`src/rtl/presc_pkg.sv`:
```
package presc_pkg;

  typedef struct packed {
    logic [1:0] coreSel;
    logic       bandSel;
    logic       modSel;
  } cfg_t;

  typedef struct packed {
    logic coreWrap;
    logic periodWrap;
  } strobes_t;

  // core size N for each selector code
  function automatic int unsigned coreBase(input logic [1:0] sel);
    case (sel)
      2'b10:   return 2;
      2'b11:   return 4;
      2'b00:   return 8;
      default: return 16;
    endcase
  endfunction

endpackage

```
`src/rtl/presc_ctrl.sv`:
```
module presc_ctrl
  import presc_pkg::*;
#(
  parameter int CORE_W    = 5,
  parameter int CHAIN_W   = 4,
  parameter int CHAIN_LEN = 16
) (
  input  logic               clk,
  input  logic               rst,
  input  cfg_t               cfgIn,
  input  logic [CORE_W-1:0]  coreCnt,
  input  logic [CHAIN_W-1:0] chainCnt,
  output strobes_t           strb
);

  localparam logic [CHAIN_W-1:0] CHAIN_TOP = CHAIN_W'(CHAIN_LEN - 1);

  cfg_t              cfgReg;
  logic              chainLast;
  logic              modCtl;
  logic              useLong;
  logic [CORE_W-1:0] baseN;
  logic [CORE_W-1:0] coreLen;

  always_comb begin
    chainLast = (chainCnt == CHAIN_TOP);
    // modulus control: held high except in the last core period when modSel=0
    modCtl  = cfgReg.modSel | ~chainLast;
    // band select inverts the sense of the modulus control
    useLong = ~(modCtl ^ cfgReg.bandSel);
    baseN   = CORE_W'(coreBase(cfgReg.coreSel));
    coreLen = baseN + CORE_W'(useLong);
    strb.coreWrap   = (coreCnt == coreLen - CORE_W'(1));
    strb.periodWrap = strb.coreWrap & chainLast;
  end

  always_ff @(posedge clk) begin
    if (rst)                  cfgReg <= cfgIn;
    else if (strb.periodWrap) cfgReg <= cfgIn;
  end

  // configuration moves only across a period boundary
  p_cfg_hold_r8: assert property (@(posedge clk) disable iff (rst)
    !strb.periodWrap |=> $stable(cfgReg));

  // every core period before the last has the band's regular length
  p_regular_len_r7: assert property (@(posedge clk) disable iff (rst)
    (chainCnt != CHAIN_TOP) |-> (coreLen == baseN + CORE_W'(cfgReg.bandSel)));

endmodule

```
`src/rtl/presc_dp.sv`:
```
module presc_dp
  import presc_pkg::*;
#(
  parameter int CORE_W    = 5,
  parameter int CHAIN_W   = 4,
  parameter int CHAIN_LEN = 16,
  parameter int CORE_MAX  = 17
) (
  input  logic               clk,
  input  logic               rst,
  input  strobes_t           strb,
  output logic [CORE_W-1:0]  coreCnt,
  output logic [CHAIN_W-1:0] chainCnt,
  output logic               pulseReg,
  output logic               squareOut
);

  localparam logic [CHAIN_W-1:0] CHAIN_TOP = CHAIN_W'(CHAIN_LEN - 1);

  always_ff @(posedge clk) begin
    if (rst) begin
      coreCnt  <= '0;
      chainCnt <= '0;
      pulseReg <= 1'b0;
    end else begin
      pulseReg <= strb.periodWrap;
      if (strb.coreWrap) begin
        coreCnt  <= '0;
        chainCnt <= (chainCnt == CHAIN_TOP) ? '0 : chainCnt + CHAIN_W'(1);
      end else begin
        coreCnt <= coreCnt + CORE_W'(1);
      end
    end
  end

  assign squareOut = chainCnt[CHAIN_W-1];

  // the chain advances only when a core period completes
  p_chain_hold_r7: assert property (@(posedge clk) disable iff (rst)
    !strb.coreWrap |=> $stable(chainCnt));

  // core count never runs past the largest core length
  p_core_limit_r2: assert property (@(posedge clk) disable iff (rst)
    coreCnt < CORE_W'(CORE_MAX));

  // a period boundary always closes the chain
  p_wrap_chain_r10: assert property (@(posedge clk) disable iff (rst)
    strb.periodWrap |=> (chainCnt == '0 && coreCnt == '0));

endmodule

```
`src/rtl/multimod_prescaler.sv`:
```
module multimod_prescaler
  import presc_pkg::*;
#(
  parameter int CHAIN_LEN = 16,
  parameter int CORE_MAX  = 17
) (
  input  logic       clk,
  input  logic       rst,
  input  logic [1:0] coreSel,
  input  logic       bandSel,
  input  logic       modSel,
  output logic       pulseOut,
  output logic       squareOut,
  output logic       periodEnd
);

  localparam int CORE_W  = $clog2(CORE_MAX);
  localparam int CHAIN_W = $clog2(CHAIN_LEN);

  cfg_t               cfgIn;
  strobes_t           strb;
  logic [CORE_W-1:0]  coreCnt;
  logic [CHAIN_W-1:0] chainCnt;

  assign cfgIn = '{coreSel: coreSel, bandSel: bandSel, modSel: modSel};

  presc_ctrl #(.CORE_W(CORE_W), .CHAIN_W(CHAIN_W), .CHAIN_LEN(CHAIN_LEN)) u_ctrl (
    .clk(clk), .rst(rst), .cfgIn(cfgIn),
    .coreCnt(coreCnt), .chainCnt(chainCnt), .strb(strb)
  );

  presc_dp #(.CORE_W(CORE_W), .CHAIN_W(CHAIN_W), .CHAIN_LEN(CHAIN_LEN),
             .CORE_MAX(CORE_MAX)) u_dp (
    .clk(clk), .rst(rst), .strb(strb),
    .coreCnt(coreCnt), .chainCnt(chainCnt),
    .pulseReg(pulseOut), .squareOut(squareOut)
  );

  assign periodEnd = strb.periodWrap;

  // boundary strobes never fall on adjacent cycles
  p_single_strobe_r10: assert property (@(posedge clk) disable iff (rst)
    periodEnd |=> !periodEnd);

  // the output pulse trails each boundary strobe by one cycle
  p_pulse_follow_r9: assert property (@(posedge clk) disable iff (rst)
    periodEnd |=> pulseOut);

endmodule

```
`config.mk`:
```
export PLATFORM = sky130hd
export DESIGN_NAME = multimod_prescaler
export DESIGN_NICKNAME = d
export VERILOG_FILES = /design/src/rtl/presc_pkg.sv /design/src/rtl/presc_ctrl.sv /design/src/rtl/presc_dp.sv /design/src/rtl/multimod_prescaler.sv
export SDC_FILE = /design/constraint.sdc
export NUM_CORES = 1
export LEC_CHECK = 0
export ABC_AREA = 0
export BUFFER_PORTS_ARGS = -buffer_cell sky130_fd_sc_hd__buf_2
export CELL_PAD_IN_SITES_DETAIL_PLACEMENT = 1
export CELL_PAD_IN_SITES_GLOBAL_PLACEMENT = 1
export CORE_MARGIN = 2
export CORE_UTILIZATION = 43
export DETAILED_ROUTE_END_ITERATION = 10
export PLACE_DENSITY_LB_ADDON = 0.1
export SLEW_MARGIN = 10
export SYNTH_ARGS = -nofsm -noshare
export SYNTH_HDL_FRONTEND = slang
export SYNTH_SLANG_ARGS = --single-unit
```
`constraint.sdc`:
```
create_clock -name clk -period 3 [get_ports clk]
set_input_delay 0.6 -clock clk [delete_from_list [all_inputs] [get_ports clk]]
set_output_delay 0.6 -clock clk [all_outputs]
set_load 0.05 [all_outputs]
```
### After elaboration in Yosys (flattened, before gate mapping)

Cells that the tools add are included.

| word-level totals | value |
|---|---|
| output and inout bits | 3 |
| flip-flop bits (word level) | 14 |
| word-level logic and storage cells | 26 |
| input bits | 6 |

| cells by class | value |
|---|---|
| add/subtract/negate cells | 4 |
| mux-type cells | 4 |
| equality and inequality tests | 4 |
| reduce and logical (&&, ||, !) cells | 3 |
| bitwise logic cells | 5 |

Operator list:

| operator | count |
|---|---|
| 5-bit case mux with 3 select lines | 1 |
| 4-bit 2-to-1 mux | 3 |
| 5-bit by 1-bit adder with 5-bit output | 1 |
| 5-bit by 1-bit adder with 5-bit output, second input constant | 1 |
| 5-bit equality test | 1 |
| 5-bit by 1-bit subtractor with 5-bit output, second input constant | 1 |
| 4-bit by 1-bit adder with 4-bit output, second input constant | 1 |
| 2-bit equality test, second input constant | 2 |
| 4-bit equality test, second input constant | 1 |
| 2-bit zero test | 1 |
| 1-bit NOT | 2 |
| 2-bit nonzero test | 1 |
| 2-bit OR reduction | 1 |
| 1-bit bitwise AND | 1 |
| 1-bit OR | 1 |
| 1-bit XOR | 1 |

### Depth between registers and ports, before layout

| logic depth | value |
|---|---|
| word-level depth | 11 |
| gate-level depth with buffers | 10 |
| depth with buffers taken out | 10 |

### Hierarchy

From an unflattened synthesis, not the netlist that was laid out.

| unflattened totals | value |
|---|---|
| cells, all modules | 71 |
| area total of the unflattened synthesis | 762.0 um^2 |

By module, submodules not included:

| module | area each (um^2) | cells each | sequential area each (um^2) | instances |
|---|---|---|---|---|
| presc_dp | 430.4 | 40 | 200.2 | 1 |
| presc_ctrl | 331.6 | 31 | 120.1 | 1 |

### Least setup slack after synthesis

No wires, ideal clock.

| path | value |
|---|---|
| path type | reg2reg |
| start point | register u_dp.chainCnt[3] |
| end point | register u_ctrl.cfgReg[0] (netlist name) (enable) |
| data required time | 2.698 ns |
| library setup time | 0.302 ns |
| stages on the path, launching flop included | 10 |
| path buffers | 0 |
| clock period less this slack | 3.558 ns |
| arrival time | 3.256 ns |
| path slack | -0.558 ns |
| cell sequence | dfxtp_1 > and3_1 > nand2b_1 > xor2_1 > ha_1 > xor2_1 > o21a_1 > o211ai_2 > nor3_1 > or2_2 |

| between the ends | value |
|---|---|
| longest elaborated chain between the ends | 10 |

RTL lines:

| item | line | text |
|---|---|---|
| start, declared | presc_dp.sv:13 | `output logic [CHAIN_W-1:0] chainCnt,` |
| start signal, assigned | presc_dp.sv:29 | `chainCnt <= (chainCnt == CHAIN_TOP) ? '0 : chainCnt + CHAIN_W'(1);` |
| 4-bit equality test * | presc_ctrl.sv:26 | `chainLast = (chainCnt == CHAIN_TOP);` |
| 1-bit NOT | presc_ctrl.sv:28 | `modCtl = cfgReg.modSel \| ~chainLast;` |
| 1-bit OR | presc_ctrl.sv:28 |  |
| 1-bit XOR | presc_ctrl.sv:30 | `useLong = ~(modCtl ^ cfgReg.bandSel);` |
| 1-bit NOT | presc_ctrl.sv:30 |  |
| 5-bit by 1-bit adder with 5-bit output | presc_ctrl.sv:32 | `coreLen = baseN + CORE_W'(useLong);` |
| 5-bit by 1-bit subtractor with 5-bit output | presc_ctrl.sv:33 | `strb.coreWrap = (coreCnt == coreLen - CORE_W'(1));` |
| 5-bit equality test | presc_ctrl.sv:33 |  |
| 1-bit bitwise AND * | presc_ctrl.sv:34 | `strb.periodWrap = strb.coreWrap & chainLast;` |
| net periodEnd | multimod_prescaler.sv:14 | `output logic periodEnd` |
| 2-bit nonzero test (no source line) * | n/a |  |
| end signal, assigned | presc_ctrl.sv:38 | `if (rst) cfgReg <= cfgIn;` |
| end signal, assigned | presc_ctrl.sv:39 | `else if (strb.periodWrap) cfgReg <= cfgIn;` |
| end, declared | presc_ctrl.sv:18 | `cfg_t cfgReg;` |

The timed path passes the listed nets; every way through them passes the cells marked *.
A chain may end at the register's enable or synchronous reset.

### Worst setup path in the final report

| path | value |
|---|---|
| start point | register u_dp.chainCnt[1] |
| end point | output periodEnd |

| between the ends | value |
|---|---|
| longest elaborated chain between the ends | 9 |

RTL lines:

| item | line |
|---|---|
| 4-bit equality test * | presc_ctrl.sv:26 |
| 1-bit NOT | presc_ctrl.sv:28 |
| 1-bit OR | presc_ctrl.sv:28 |
| 1-bit XOR | presc_ctrl.sv:30 |
| 1-bit NOT | presc_ctrl.sv:30 |
| 5-bit by 1-bit adder with 5-bit output | presc_ctrl.sv:32 |
| 5-bit by 1-bit subtractor with 5-bit output | presc_ctrl.sv:33 |
| 5-bit equality test | presc_ctrl.sv:33 |
| 1-bit bitwise AND * | presc_ctrl.sv:34 |
| end, declared | multimod_prescaler.sv:14 |

Mark *: on every way between the ends. The rest lies on a longest branch, timed or not.

==> metrics.yaml <==
logic_synthesis:
  yosys.area_share.adder_pct: 11.63
  synth_xor_area_share_pct: 12.79
  netlist_area_um2: 753.2
  synth.largest_area_cell: "dfxtp_1"
  ys_types: 27
  ys_seq_area_share_pct: 42.52
  synthTopCellsByArea: "dfxtp_1, edfxtp_1, ha_1"
  synth_nets: 85
  synth_top_family_by_area: "simple AND/OR/NAND/NOR gates"
  synth_mux_area_share_pct: 2.824
  synth.avg_cell_area_um2: 10.46
  synthCells: 72
  synthSimpleGateAreaFrac_pct: 20.43
  ys_warn_count: 0
  synth_top_cell_area_share_pct: 26.58
  ys_seq_elements: 14
  synth_compound_area_share_pct: 7.309
setup_path:
  cp_common_cell: "xor2_1"
  cp.required_ns: 2.40
  worst-path-max-fanout: 2
  path_cells: "ha_4 > and3_4 > nand2b_4 > xor2_1 > ha_1 > xor2_1 > o21a_1 > o211ai_2 > nor3_4 > buf_6"
  critPathArrivalTime_ns: 2.26
  start_kind: "flip-flop"
  cp_slowest_stage_delay_ns: 0.36
  cpMaxStageDelayCell: "dfxtp_2"
  r2r_slack_ns: 0.48
  r2r_start: "u_dp.chainCnt[1]"
  r2r_cells: 11
  endpoint_kind: "output port"
  r2r_end: "u_dp.chainCnt[2]"
  crit_cells: 10
  setup.worst_path.class: "reg -> out"
  critPathBufInv: 1
  crit_family: "simple AND/OR/NAND/NOR gates"
global_routing:
  grt_pass1_wl_mm: 2.352
  gr-usage-met3_pct: 3.571
  grt_pass1_vias: 568
  grt_max_degree: 14
  track_usage_pct: 15.88
  grt_antenna_before_repair: 0
  gr-total-overflow: 0
  busiest_layer: "met2"
  use_met2_pct: 29.44
  met1_usage_pct: 17.48
timing:
  fin_ws_ns: 0.1430
  post-route-min-period_ns: 2.857
  finalMaxSlewViolations: 0
  grt_setup_unrepaired: "yes"
  setup_viol: 0
  max_freq_mhz: 350.0
  max_slew.worst_pin.slew_ns: 0.4301
  maxSlewHeadroom_pct: 71.22
  setup_tns_ns: 0
  fin_skew_ns: 0.008411
  min_period_over_period_pct: 95.23
  finalHoldViolations: 0
drt:
  wl_per_cell_um: 13.42
  drt_wl_total_mm: 1.409
  vias: 558
  drcViolationCount: 0
  post_drt_via_cell_ratio: 5.314
  ant_nets: 0
  drt_iter0_drc: 3
  dr.pass1.iters: 2
clocking:
  htree_levels: 1
  cts.clk_slew.worst_paths_ns: 0.09
  numCtsBuffers: 3
  cts.path.max_buffers: 2
  cts.sinks: 14
  tritoncts: "yes"
  insertion_delay_ns: 0.27
  cts_root_buffer: "clkbuf_4"
layout:
  final_common_cell: "dfxtp_1"
  fin_util_pct: 55.04
  layout-drive-gt1-share_pct: 31.82
  fin_cells: 105
  syn_to_final_growth_pct: 23.42
  nets: 102
  design_area_um2: 929.6
  final_cell_mix: "dfxtp_1, buf_2, xnor2_1, ha_1"
  diodes: 0
min_path:
  min_path_type: "in -> reg"
  hold_end: "u_ctrl.cfgReg[3]"
  min_path_cells: 1
  hp-start: "coreSel[1]"
status:
  status: "complete, no violations"
floorplan:
  die_w_um: 45.86
  start_util_pct: 44.59
  die_y_um: 45.86
  rows: 15
  ioPinCount: 9
  dieArea_um2: 2103
  core-area_um2: 1689
placed_design:
  gp_congestion: 0.7278
  portBuffers: 8
  placed_area_um2: 837.1
  pre_cts_ws_ns: 0.2568
  dp_cells: 98
  detailed_place_hpwl_mm: 1.095
power:
  p_leak_nw: 0.3790
  powerDensity_nw_per_um2: 483.6
  peakVddDrop_v: 0.0002945
job:
  maxCapViolations: 0
-- area by class of cell --
cell class	count	area, um^2
flip-flops and latches	14	322.8
fillers	188	759.5
inverters	4	15.01
repair buffers	13	83.83
clock buffers	4	36.28
well taps	17	21.27
multi-input cells	53	450.4
-- flip-flops by register name (all words and copies together), names as in the netlist --
| signal | cells |
|---|---|
| u_dp.chainCnt | 4 |
| u_ctrl.cfgReg | 4 |
| u_dp.coreCnt | 5 |
| u_dp.pulseReg | 1 |
-- cell families after synthesis --
group | after synthesis
muxes | 2
adders and majority gates | 7
xor gates and xnor gates | 11
DFF | 14
AOI/OAI and AO/OA | 7
and+or+nand+nor | 26
buffers and inverters | 5
-- worst max path at each step --
stage	from	endpoint
floorplan	u_dp.chainCnt[3]	periodEnd
global placement	u_dp.chainCnt[1]	periodEnd
detailed placement	u_dp.chainCnt[0]	periodEnd
CTS	u_dp.chainCnt[0]	periodEnd
global route	u_dp.chainCnt[1]	periodEnd
finish	u_dp.chainCnt[1]	periodEnd
-- synthesized netlist by cell type --
master,count
mux2_2,1
nand2b_1,3
nor3b_1,3
clkbuf_1,1
nor4_1,1
dfxtp_1,10
and3_1,1
and2_2,1
o21a_1,1
o21ai_0,1
a21oi_1,2
o211ai_2,1
or2_2,1
inv_1,4
nor3_1,5
or4_1,2
and2_1,2
nor2b_1,1
nor2_1,2
nand3_1,4
ha_1,7
mux2i_1,1
edfxtp_1,4
xor2_1,5
xnor2_1,6
a211oi_2,1
o31ai_1,1
-- per-layer routing --
metal	up-vias	routed length, um
met5	-	0
met4	0	21
met3	2	31
met2	4	750
met1	267	606
li1	285	-
-- stage by stage --
step                power (mW)  hold WS (ns)
finish                  0.4496        0.4977
global route            0.4776        0.4854
CTS                     0.4478        0.4973
detailed placement      0.3175        0.5090
global placement        0.3138        0.4868
floorplan               0.2888        0.4653
-- power breakdown --
part	internal [mW]	switching, mW
sequential	0.208	0.0130
combinational	0.0476	0.0504
clock	0.0736	0.0571
-- worst reg2reg max path: cells and delay by family, from the launching register on --
family          cells  cell delay, ns
mux                 1            0.36
fa+ha+maj           2            0.43
simple gates        3            0.50
xor+xnor            2            0.28
buf+inv             1            0.19
flops               1            0.36
compound gates      2            0.29
-- what timing repair did --
action / CTS / global route
setup endpoints to repair: 1 / 1
pin swaps: 0 / 3
gates resized for setup: 2 / 6
buffers inserted: 0 / 3
hold buffers: 0 / 0
Power figures use the tool's default switching activity.
